## src/rtl/chain_nbr_pkg.sv

```systemverilog
package chain_nbr_pkg;

   localparam int TX_W      = 8;
   localparam int NIB_W     = TX_W / 2;
   localparam int WORD_W    = TX_W - 1;

   typedef enum logic [1:0] {
      ROLE_DATA  = 2'b00,
      ROLE_FIRST = 2'b01,
      ROLE_LAST  = 2'b10,
      ROLE_DATA2 = 2'b11
   } role_e;

   typedef struct packed {
      logic a;
      logic b;
      logic c;
   } pair_t;

   localparam logic [TX_W-1:0] CLK_ONLY = 8'h01;

   function automatic logic [TX_W-1:0] chain_byte(input pair_t p);
      return {p.a, p.b, p.c, 1'b0, p.a, p.b, p.c, 1'b1};
   endfunction

endpackage

```

## src/rtl/cnt_rx_edge.sv

```systemverilog
module cnt_rx_edge #(
   parameter int SYNC_STAGES = 2
) (
   input  logic clk,
   input  logic rst_n,
   input  logic rx_i,
   output logic rise_o
);

   logic lvl;
   logic lvl_q;

   generate
      if (SYNC_STAGES == 0) begin : g_direct
         assign lvl = rx_i;
      end else begin : g_sync
         logic [SYNC_STAGES-1:0] stg;
         always_ff @(posedge clk) begin
            if (!rst_n) stg <= '0;
            else        stg <= {stg[SYNC_STAGES-2:0], rx_i};
         end
         assign lvl = stg[SYNC_STAGES-1];
      end
   endgenerate

   always_ff @(posedge clk) begin
      if (!rst_n) lvl_q <= 1'b0;
      else        lvl_q <= lvl;
   end

   assign rise_o = lvl & ~lvl_q;

endmodule

```

## src/rtl/cnt_chain_seq.sv

```systemverilog
module cnt_chain_seq
   import chain_nbr_pkg::*;
#(
   parameter int MSG_W  = 16,
   parameter int STEP_W = 8
) (
   input  logic              clk,
   input  logic              rst_n,
   input  logic              load_i,
   input  logic [STEP_W-1:0] steps_i,
   input  logic [MSG_W-1:0]  msg_i,
   input  logic              adv_i,
   output logic              active_o,
   output pair_t             pair_o
);

   localparam int PAIRS  = MSG_W / 2;
   localparam int PIDX_W = $clog2(PAIRS + 1);
   localparam logic [PIDX_W-1:0] FINAL_IDX = PIDX_W'(PAIRS - 1);
   localparam logic [PIDX_W-1:0] DONE_IDX  = PIDX_W'(PAIRS);

   logic [STEP_W-1:0] steps_left;
   logic [MSG_W-1:0]  shreg;
   logic [PIDX_W-1:0] pidx;

   assign active_o = (steps_left != '0);

   always_ff @(posedge clk) begin
      if (!rst_n) begin
         steps_left <= '0;
         shreg      <= '0;
         pidx       <= '0;
      end else if (load_i) begin
         steps_left <= steps_i;
         shreg      <= msg_i;
         pidx       <= '0;
      end else if (adv_i && active_o) begin
         steps_left <= steps_left - 1'b1;
         shreg      <= {shreg[MSG_W-3:0], 2'b00};
         if (pidx != DONE_IDX) pidx <= pidx + 1'b1;
      end
   end

   always_comb begin
      pair_o.a = shreg[MSG_W-1];
      pair_o.b = shreg[MSG_W-2];
      pair_o.c = (pidx == FINAL_IDX);
   end

endmodule

```

## src/rtl/cnt_out_seq.sv

```systemverilog
module cnt_out_seq
   import chain_nbr_pkg::*;
#(
   parameter int OUT_WORDS = 3
) (
   input  logic                        clk,
   input  logic                        rst_n,
   input  logic                        load_i,
   input  logic [WORD_W*OUT_WORDS-1:0] msg_i,
   input  logic                        adv_i,
   output logic                        active_o,
   output logic [WORD_W-1:0]           word_o,
   output logic                        last_o
);

   localparam int OMSG_W = WORD_W * OUT_WORDS;
   localparam int WCNT_W = $clog2(OUT_WORDS + 1);

   logic [WCNT_W-1:0] words_left;
   logic [OMSG_W-1:0] shreg;

   assign active_o = (words_left != '0);

   always_ff @(posedge clk) begin
      if (!rst_n) begin
         words_left <= '0;
         shreg      <= '0;
      end else if (load_i) begin
         words_left <= WCNT_W'(OUT_WORDS);
         shreg      <= msg_i;
      end else if (adv_i && active_o) begin
         words_left <= words_left - 1'b1;
         shreg      <= shreg << WORD_W;
      end
   end

   assign word_o = shreg[OMSG_W-1 -: WORD_W];
   assign last_o = (words_left == WCNT_W'(1));

endmodule

```

## src/rtl/chain_nbr_tx.sv

```systemverilog
module chain_nbr_tx
   import chain_nbr_pkg::*;
#(
   parameter int MSG_W       = 16,
   parameter int STEP_W      = 8,
   parameter int OUT_WORDS   = 3,
   parameter int SYNC_STAGES = 2
) (
   input  logic                        clk,
   input  logic                        rst_n,
   input  logic [1:0]                  role_i,
   input  logic                        chain_go_i,
   input  logic [STEP_W-1:0]           chain_steps_i,
   input  logic [MSG_W-1:0]            chain_msg_i,
   input  logic                        out_go_i,
   input  logic [WORD_W*OUT_WORDS-1:0] out_msg_i,
   input  logic                        rx_clk_i,
   output logic [TX_W-1:0]             tx_o,
   output logic                        chain_active_o,
   output logic                        out_active_o
);

   generate
      if (MSG_W < 4 || (MSG_W % 2) != 0) begin : g_bad_msg
         $error("MSG_W must be even and at least 4");
      end
      if (STEP_W < 1) begin : g_bad_step
         $error("STEP_W must be at least 1");
      end
      if (OUT_WORDS < 1) begin : g_bad_words
         $error("OUT_WORDS must be at least 1");
      end
      if (SYNC_STAGES == 1) begin : g_bad_sync
         $error("SYNC_STAGES must be 0 or at least 2");
      end
   endgenerate

   logic        rise;
   logic        idle;
   logic        chain_load;
   logic        out_load;
   pair_t       pair;
   logic [WORD_W-1:0] oword;
   logic        olast;
   role_e       role;

   assign role       = role_e'(role_i);
   assign idle       = ~chain_active_o & ~out_active_o;
   assign chain_load = chain_go_i & idle;
   assign out_load   = out_go_i & idle & ~chain_go_i;

   cnt_rx_edge #(.SYNC_STAGES(SYNC_STAGES)) u_edge (
      .clk    (clk),
      .rst_n  (rst_n),
      .rx_i   (rx_clk_i),
      .rise_o (rise)
   );

   cnt_chain_seq #(.MSG_W(MSG_W), .STEP_W(STEP_W)) u_chain (
      .clk      (clk),
      .rst_n    (rst_n),
      .load_i   (chain_load),
      .steps_i  (chain_steps_i),
      .msg_i    (chain_msg_i),
      .adv_i    (rise),
      .active_o (chain_active_o),
      .pair_o   (pair)
   );

   cnt_out_seq #(.OUT_WORDS(OUT_WORDS)) u_out (
      .clk      (clk),
      .rst_n    (rst_n),
      .load_i   (out_load),
      .msg_i    (out_msg_i),
      .adv_i    (rise),
      .active_o (out_active_o),
      .word_o   (oword),
      .last_o   (olast)
   );

   always_comb begin
      tx_o = '0;
      if (chain_active_o) begin
         if (role == ROLE_FIRST || role == ROLE_LAST) tx_o = CLK_ONLY;
         else                                         tx_o = chain_byte(pair);
      end else if (out_active_o) begin
         tx_o = {oword, olast};
      end
   end

endmodule

```

## config.mk

```make
export PLATFORM = sky130hd
export DESIGN_NAME = chain_nbr_tx
export DESIGN_NICKNAME = d
export VERILOG_FILES = /design/src/rtl/chain_nbr_pkg.sv /design/src/rtl/cnt_rx_edge.sv /design/src/rtl/cnt_chain_seq.sv /design/src/rtl/cnt_out_seq.sv /design/src/rtl/chain_nbr_tx.sv
export SDC_FILE = /design/constraint.sdc
export NUM_CORES = 1
export LEC_CHECK = 0
export ABC_CLOCK_PERIOD_IN_PS = 7750
export BUFFER_PORTS_ARGS = -buffer_cell sky130_fd_sc_hd__buf_2
export CORE_ASPECT_RATIO = 1.75
export CORE_MARGIN = 2
export CORE_UTILIZATION = 35
export DETAILED_ROUTE_END_ITERATION = 10
export SYNTH_ARGS = -nofsm -noshare
export SYNTH_HDL_FRONTEND = slang
export SYNTH_HIERARCHICAL = 1
export SYNTH_SLANG_ARGS = --single-unit
```

## constraint.sdc

```tcl
create_clock -name clk -period 7.75 [get_ports clk]
set_input_delay 1.55 -clock clk [delete_from_list [all_inputs] [get_ports clk]]
set_output_delay 1.55 -clock clk [all_outputs]
set_load 0.02 [all_outputs]
```

==> flow_summary.ini, run 1 <==
[routing]
vias = 2256
drt_iter0_markers = 88
wl_per_cell_um = 13.4
met2WireLength_mm = 2.90
viasPerCell = 5.15
remaining_drc_errors = 0
first_pass_iters = 4
antenna_left = 0
dr_wl_met3_um = 385
routed_wl_mm = 5.86
highest_layer = met4
met1_length_mm = 2.48

[timing]
fin_crit_ps = 4210
fmax_ghz = 0.237
min_period_over_period = 0.544
worstMarginPinSlew_ps = 1030
final.setup.worst_slack_ps = 3540
finalClockSkew_ps = 8.03
hold_slack_ps = 426
rsz0062_at_grt = false
finalSetupViolations = 0
fin_tns_setup_ps = 0
relSlewSlack = 0.311
slew_viol_final = 0
finalHoldViolations = 0

[logic_synthesis]
synth-edff-count = 0
synth_area_per_cell_um2 = 8.55
yosys_warnings = 6
synth_area_leader_cell = dfxtp_1
async_flop_share = 0
ys_types = 47
yosysTopAreaCellShare = 0.408
ys_seq_area_frac = 0.408
synth_ff_type = dfxtp_1
synth_fp_nets = 367
syn_area_mm2 = 0.00265
synth-seq-cells = 54
synth.area.top_cells = dfxtp_1 41%, o21ai_0 6.8%, nand2_1 6.2%, mux2i_1 5.7%, a21oi_1 5.3%
synth_cells = 310

[power_and_ir_drop]
p_leak_nw = 1.24
power_mw = 0.989
power.density_mw_per_mm2 = 328
peakVddDrop_uv = 166

[critical_path]
crit_type = flip-flop to output pin
critPathMaxFanout = 8
slowest_stage = or3b_1
max_stage_delay_ps = 470
worstSetupStartpointType = flip-flop
critPathRequiredTime_ps = 6200
path_cells = inv_1 > ha_1 > or3b_1 > or2_2 > nor2b_1 > o2bb2ai_1 > buf_2
end_kind = output pin
worstPathArrival_ps = 2660

[die]
start_util = 0.355
coreArea_mm2 = 0.00746
die_x_um = 69.8
die-area_mm2 = 0.00831
rows = 42
pin_count = 62
die_y_um = 119

[clocking]
cts_post_setup_buffers_inserted = 0
cts_htree_levels = 2
cts_sinks = 54
clk_path_buf_depth = 2
clk-insertion-delay-late_ps = 290
clk_pin_slew_ps = 70
cts_hold_buffers = 0
cts_buffers = 5
cts_tree = yes
cts_resized = 0
cts_root_buffer = clkbuf_16

[global_route]
grt_max_degree = 47
gr-total-overflow = 0
grt_pass1_vias = 2119
grt_util_all_layers = 0.143
antenna_found_initial = 0
grt_pass1_wl_mm = 9.75

[final_layout]
drive_gt1_frac = 0.229
final_nets = 406
final_cell_mix = 61 x buf_2, 54 x dfxtp_1, 44 x nand2_1
n_antenna_cell = 0
syn2layout_area_growth_pct = 13.8
instances_no_fill = 438
final_common_cell = buf_2

[placed_design]
gp_congestion = 0.891
io_buffers = 61
place_ws_ps = 3800
dp_cells = 430
hpwlAfterDp_mm = 4.06

[outcome]
status = completed

[min_path]
hold_path.class = flip-flop to flip-flop

[flow_run]
drv_cap = 0
## stage by stage
step                area [um2]   util
finish                    3020  0.404
global placement          2870  0.384
CTS                       3020  0.404
floorplan                 2650      -
global route              3020  0.404
detailed placement        2870  0.384
## synthesized netlist by cell type, types with 2 or more instances
cell	number
a21boi_0	2
a21oi_1	28
a31oi_1	15
and2_1	4
buf_2	3
buf_4	14
buf_6	2
clkbuf_1	10
dfxtp_1	54
ha_1	5
inv_1	9
mux2i_1	15
nand2_1	44
nand2b_1	2
nand3_1	14
nand4_1	2
nor2b_1	3
nor3_1	2
nor3b_1	4
nor4b_1	2
o211ai_1	2
o21ai_0	36
o2bb2ai_1	6
o31ai_1	2
or4_1	2
xnor2_1	4
xor2_1	4
## cell type report
type | instances | area (um2)
Inverter | 11 | 41.3
Sequential cell | 54 | 1080
Fill cell | 762 | 4440
Clock inverter | 2 | 12.5
Tap cell | 88 | 110
Timing Repair Buffer | 63 | 320
Clock buffer | 6 | 139
Multi-Input combinational cell | 214 | 1310
## worst max-delay path: cells and delay by family (launching register included)
| family | cells | cell delay (ps) |
|---|---|---|
| AND/OR/NAND/NOR | 3 | 1300 |
| flip-flops | 1 | 370 |
| buffers and inverters | 2 | 290 |
| adder cells (fa/ha/maj) | 1 | 220 |
| AO/OA/AOI/OAI | 1 | 200 |
## registers in the layout, indices dropped and copies added, names as in the netlist
name,cells
u_chain/shreg,16
u_edge/g_sync.stg,2
u_chain/steps_left,8
u_edge/lvl_q,1
u_out/shreg,21
u_chain/pidx,4
u_out/words_left,2
## cell families (layout without fill, tap and decap cells)
| logic type | Yosys count | in the layout | synth area share |
|---|---|---|---|
| adder cells (fa/ha/maj) | 5 | 5 | 0.0236 |
| XOR/XNOR | 8 | 8 | 0.0264 |
| flip-flops | 54 | 54 | 0.408 |
| multiplexers | 15 | 15 | 0.0566 |
| AND/OR/NAND/NOR | 89 | 89 | 0.173 |
| buffers and inverters | 42 | 82 | 0.0967 |
| AO/OA/AOI/OAI | 97 | 97 | 0.216 |
## per-layer routing
metal	global-route usage	up-vias
met5	0	-
met4	0.0433	0
met3	0.0381	8
met2	0.254	70
met1	0.164	1010
li1	-	1168
## where the power goes
group          internal [mW]  leakage, nW  switching, mW
sequential             0.349        0.441         0.0457
clock                  0.128       0.0729         0.0986
combinational          0.140        0.729          0.228
total                  0.617         1.24          0.372
## worst paths after layout
| path | from | cells after the start | to | slack (ps) |
|---|---|---|---|---|
| max | u_chain/steps_left[0] | 7 | tx_o[1] | 3540 |
| min | u_edge/g_sync.stg[0] | 1 | u_edge/g_sync.stg[1] | 430 |
| max reg2reg | u_chain/steps_left[0] | 9 | u_chain/steps_left[2] | 4670 |
| min reg2reg | u_edge/g_sync.stg[0] | 1 | u_edge/g_sync.stg[1] | 430 |
No activity file was read; power rests on OpenSTA's default activity.
==> inputs of run 2 (changes only) <==
Settings changed: ABC_CLOCK_PERIOD_IN_PS 7750 to 4100.
Clock period 7.75 ns to 4.1 ns, I/O delays scaled along.
==> flow_summary.ini, run 2 (synthesis results as in run 1) <==
[final_layout]
n_antenna_cell = 0
final_cell_mix = 61 x buf_2, 54 x dfxtp_1, 44 x nand2_1
drive_gt1_frac = 0.223
final_common_cell = buf_2
reg.largest.list = u_out/shreg (21), u_chain/shreg (16), u_chain/steps_left (8)
final_nets = 406
syn2layout_area_growth_pct = 14.3
regMostFlops = u_out/shreg
largest_register_ffs = 21
fill_cells = 800

[die]
die-area_mm2 = 0.00831
start_util = 0.355
pin_count = 62
die_x_um = 69.8
coreArea_mm2 = 0.00746
die_y_um = 119
rows = 42

[critical_path]
worstPathArrival_ps = 2670
end_kind = output pin
max_stage_delay_ps = 480
path_delay_family = simple AND/OR/NAND/NOR gates
crit_buf_inv = 2
slowest_stage = nor2b_1
crit_type = flip-flop to output pin
critPathRequiredTime_ps = 3280
path_cells = inv_1 > ha_1 > or3b_1 > or2_2 > nor2b_1 > and2_4 > buf_2
critPathMaxFanout = 8
worstSetupStartpointType = flip-flop

[placed_design]
io_buffers = 61
hpwlAfterDp_mm = 4.20
gp_congestion = 0.821

[clocking]
cts_hold_buffers = 0
cts_tree = yes
clk-insertion-delay-late_ps = 290
cts_post_setup_buffers_inserted = 0
cts_sinks = 54
cts_root_buffer = clkbuf_16
clk_path_buf_depth = 2
cts_htree_levels = 2
cts_buffers = 5
cts_resized = 0
clk_pin_slew_ps = 70

[timing]
finalHoldViolations = 0
fin_tns_setup_ps = 0
fin_crit_ps = 3490
finalClockSkew_ps = 6.91
hold_slack_ps = 433
rsz0062_at_grt = false
worstMarginPinSlew_ps = 1040
relSlewSlack = 0.303
fmax_ghz = 0.287
finalSetupViolations = 0
slew_viol_final = 0
min_period_over_period = 0.851

[power_and_ir_drop]
peakVddDrop_uv = 252
power.density_mw_per_mm2 = 632
p_leak_nw = 1.25

[global_route]
gr-total-overflow = 0
antenna_found_initial = 0
grt_pass1_vias = 2110
grt_util_all_layers = 0.143
grt_max_degree = 47
grt_pass1_wl_mm = 9.81

[routing]
wl_per_cell_um = 13.6
viasPerCell = 5.21
drt_iter0_markers = 126
first_pass_iters = 4
routed_wl_mm = 5.96
antenna_left = 0
remaining_drc_errors = 0
vias = 2282

[outcome]
status = completed

[flow_run]
drv_cap = 0

[min_path]
hold_path.class = flip-flop to flip-flop
==> run 2: cell types whose count changed in the layout (fill, tap and decap cells not counted) <==
cell,delta
clkinv_2,-1
clkbuf_1,+2
clkbuf_8,-1
clkinvlp_4,-1
bufinv_16,+1
==> run 2: report_power, final <==
group | internal [mW] | leakage (nW) | switching, mW | total, mW
clock | 0.289 | 0.0781 | 0.181 | 0.470
combinational | 0.265 | 0.729 | 0.431 | 0.696
sequential | 0.659 | 0.441 | 0.0896 | 0.749
total | 1.21 | 1.25 | 0.702 | 1.91
==> run 2: layer usage <==
metal	vias to the layer above	track usage	wire length [um]
met1	1046	0.170	2570
met4	0	0.0397	65
met2	63	0.246	2920
met5	-	0	0
met3	7	0.0423	394
li1	1166	-	-
==> run 2: stage by stage <==
stage / utilization / worst slack, ps / std cells / cell area (um2) / power, mW
after CTS: 0.406 / 562 / 438 / 3030 / 1.94
after floorplan: - / 1310 / 310 / 2650 / 1.34
final: 0.406 / 611 / 438 / 3030 / 1.91
after global placement: 0.384 / 985 / 430 / 2870 / 1.44
after detailed placement: 0.384 / 883 / 430 / 2870 / 1.46
after global routing: 0.406 / 427 / 438 / 3030 / 2.05
==> run 2: path summary, 6_finish.rpt <==
check,startpoint,endpoint,slack (ps),cells past startpoint
max,u_chain/steps_left[0],tx_o[4],610,7
min,u_edge/g_sync.stg[0],u_edge/g_sync.stg[1],430,1
max reg2reg,u_chain/steps_left[0],u_chain/shreg[12],1090,9
min reg2reg,u_edge/g_sync.stg[0],u_edge/g_sync.stg[1],430,1
==> run 2: final cells by class <==
| cell class | count | area [um2] | area share |
|---|---|---|---|
| Multi-Input combinational cell | 214 | 1310 | 0.434 |
| Sequential cell | 54 | 1080 | 0.357 |
| Inverter | 11 | 41.3 | 0.0136 |
| Timing Repair Buffer | 63 | 320 | 0.106 |
| Tap cell | 88 | 110 | 0.0363 |
| Clock buffer | 7 | 133 | 0.0438 |
| Clock inverter | 1 | 30.0 | 0.00991 |
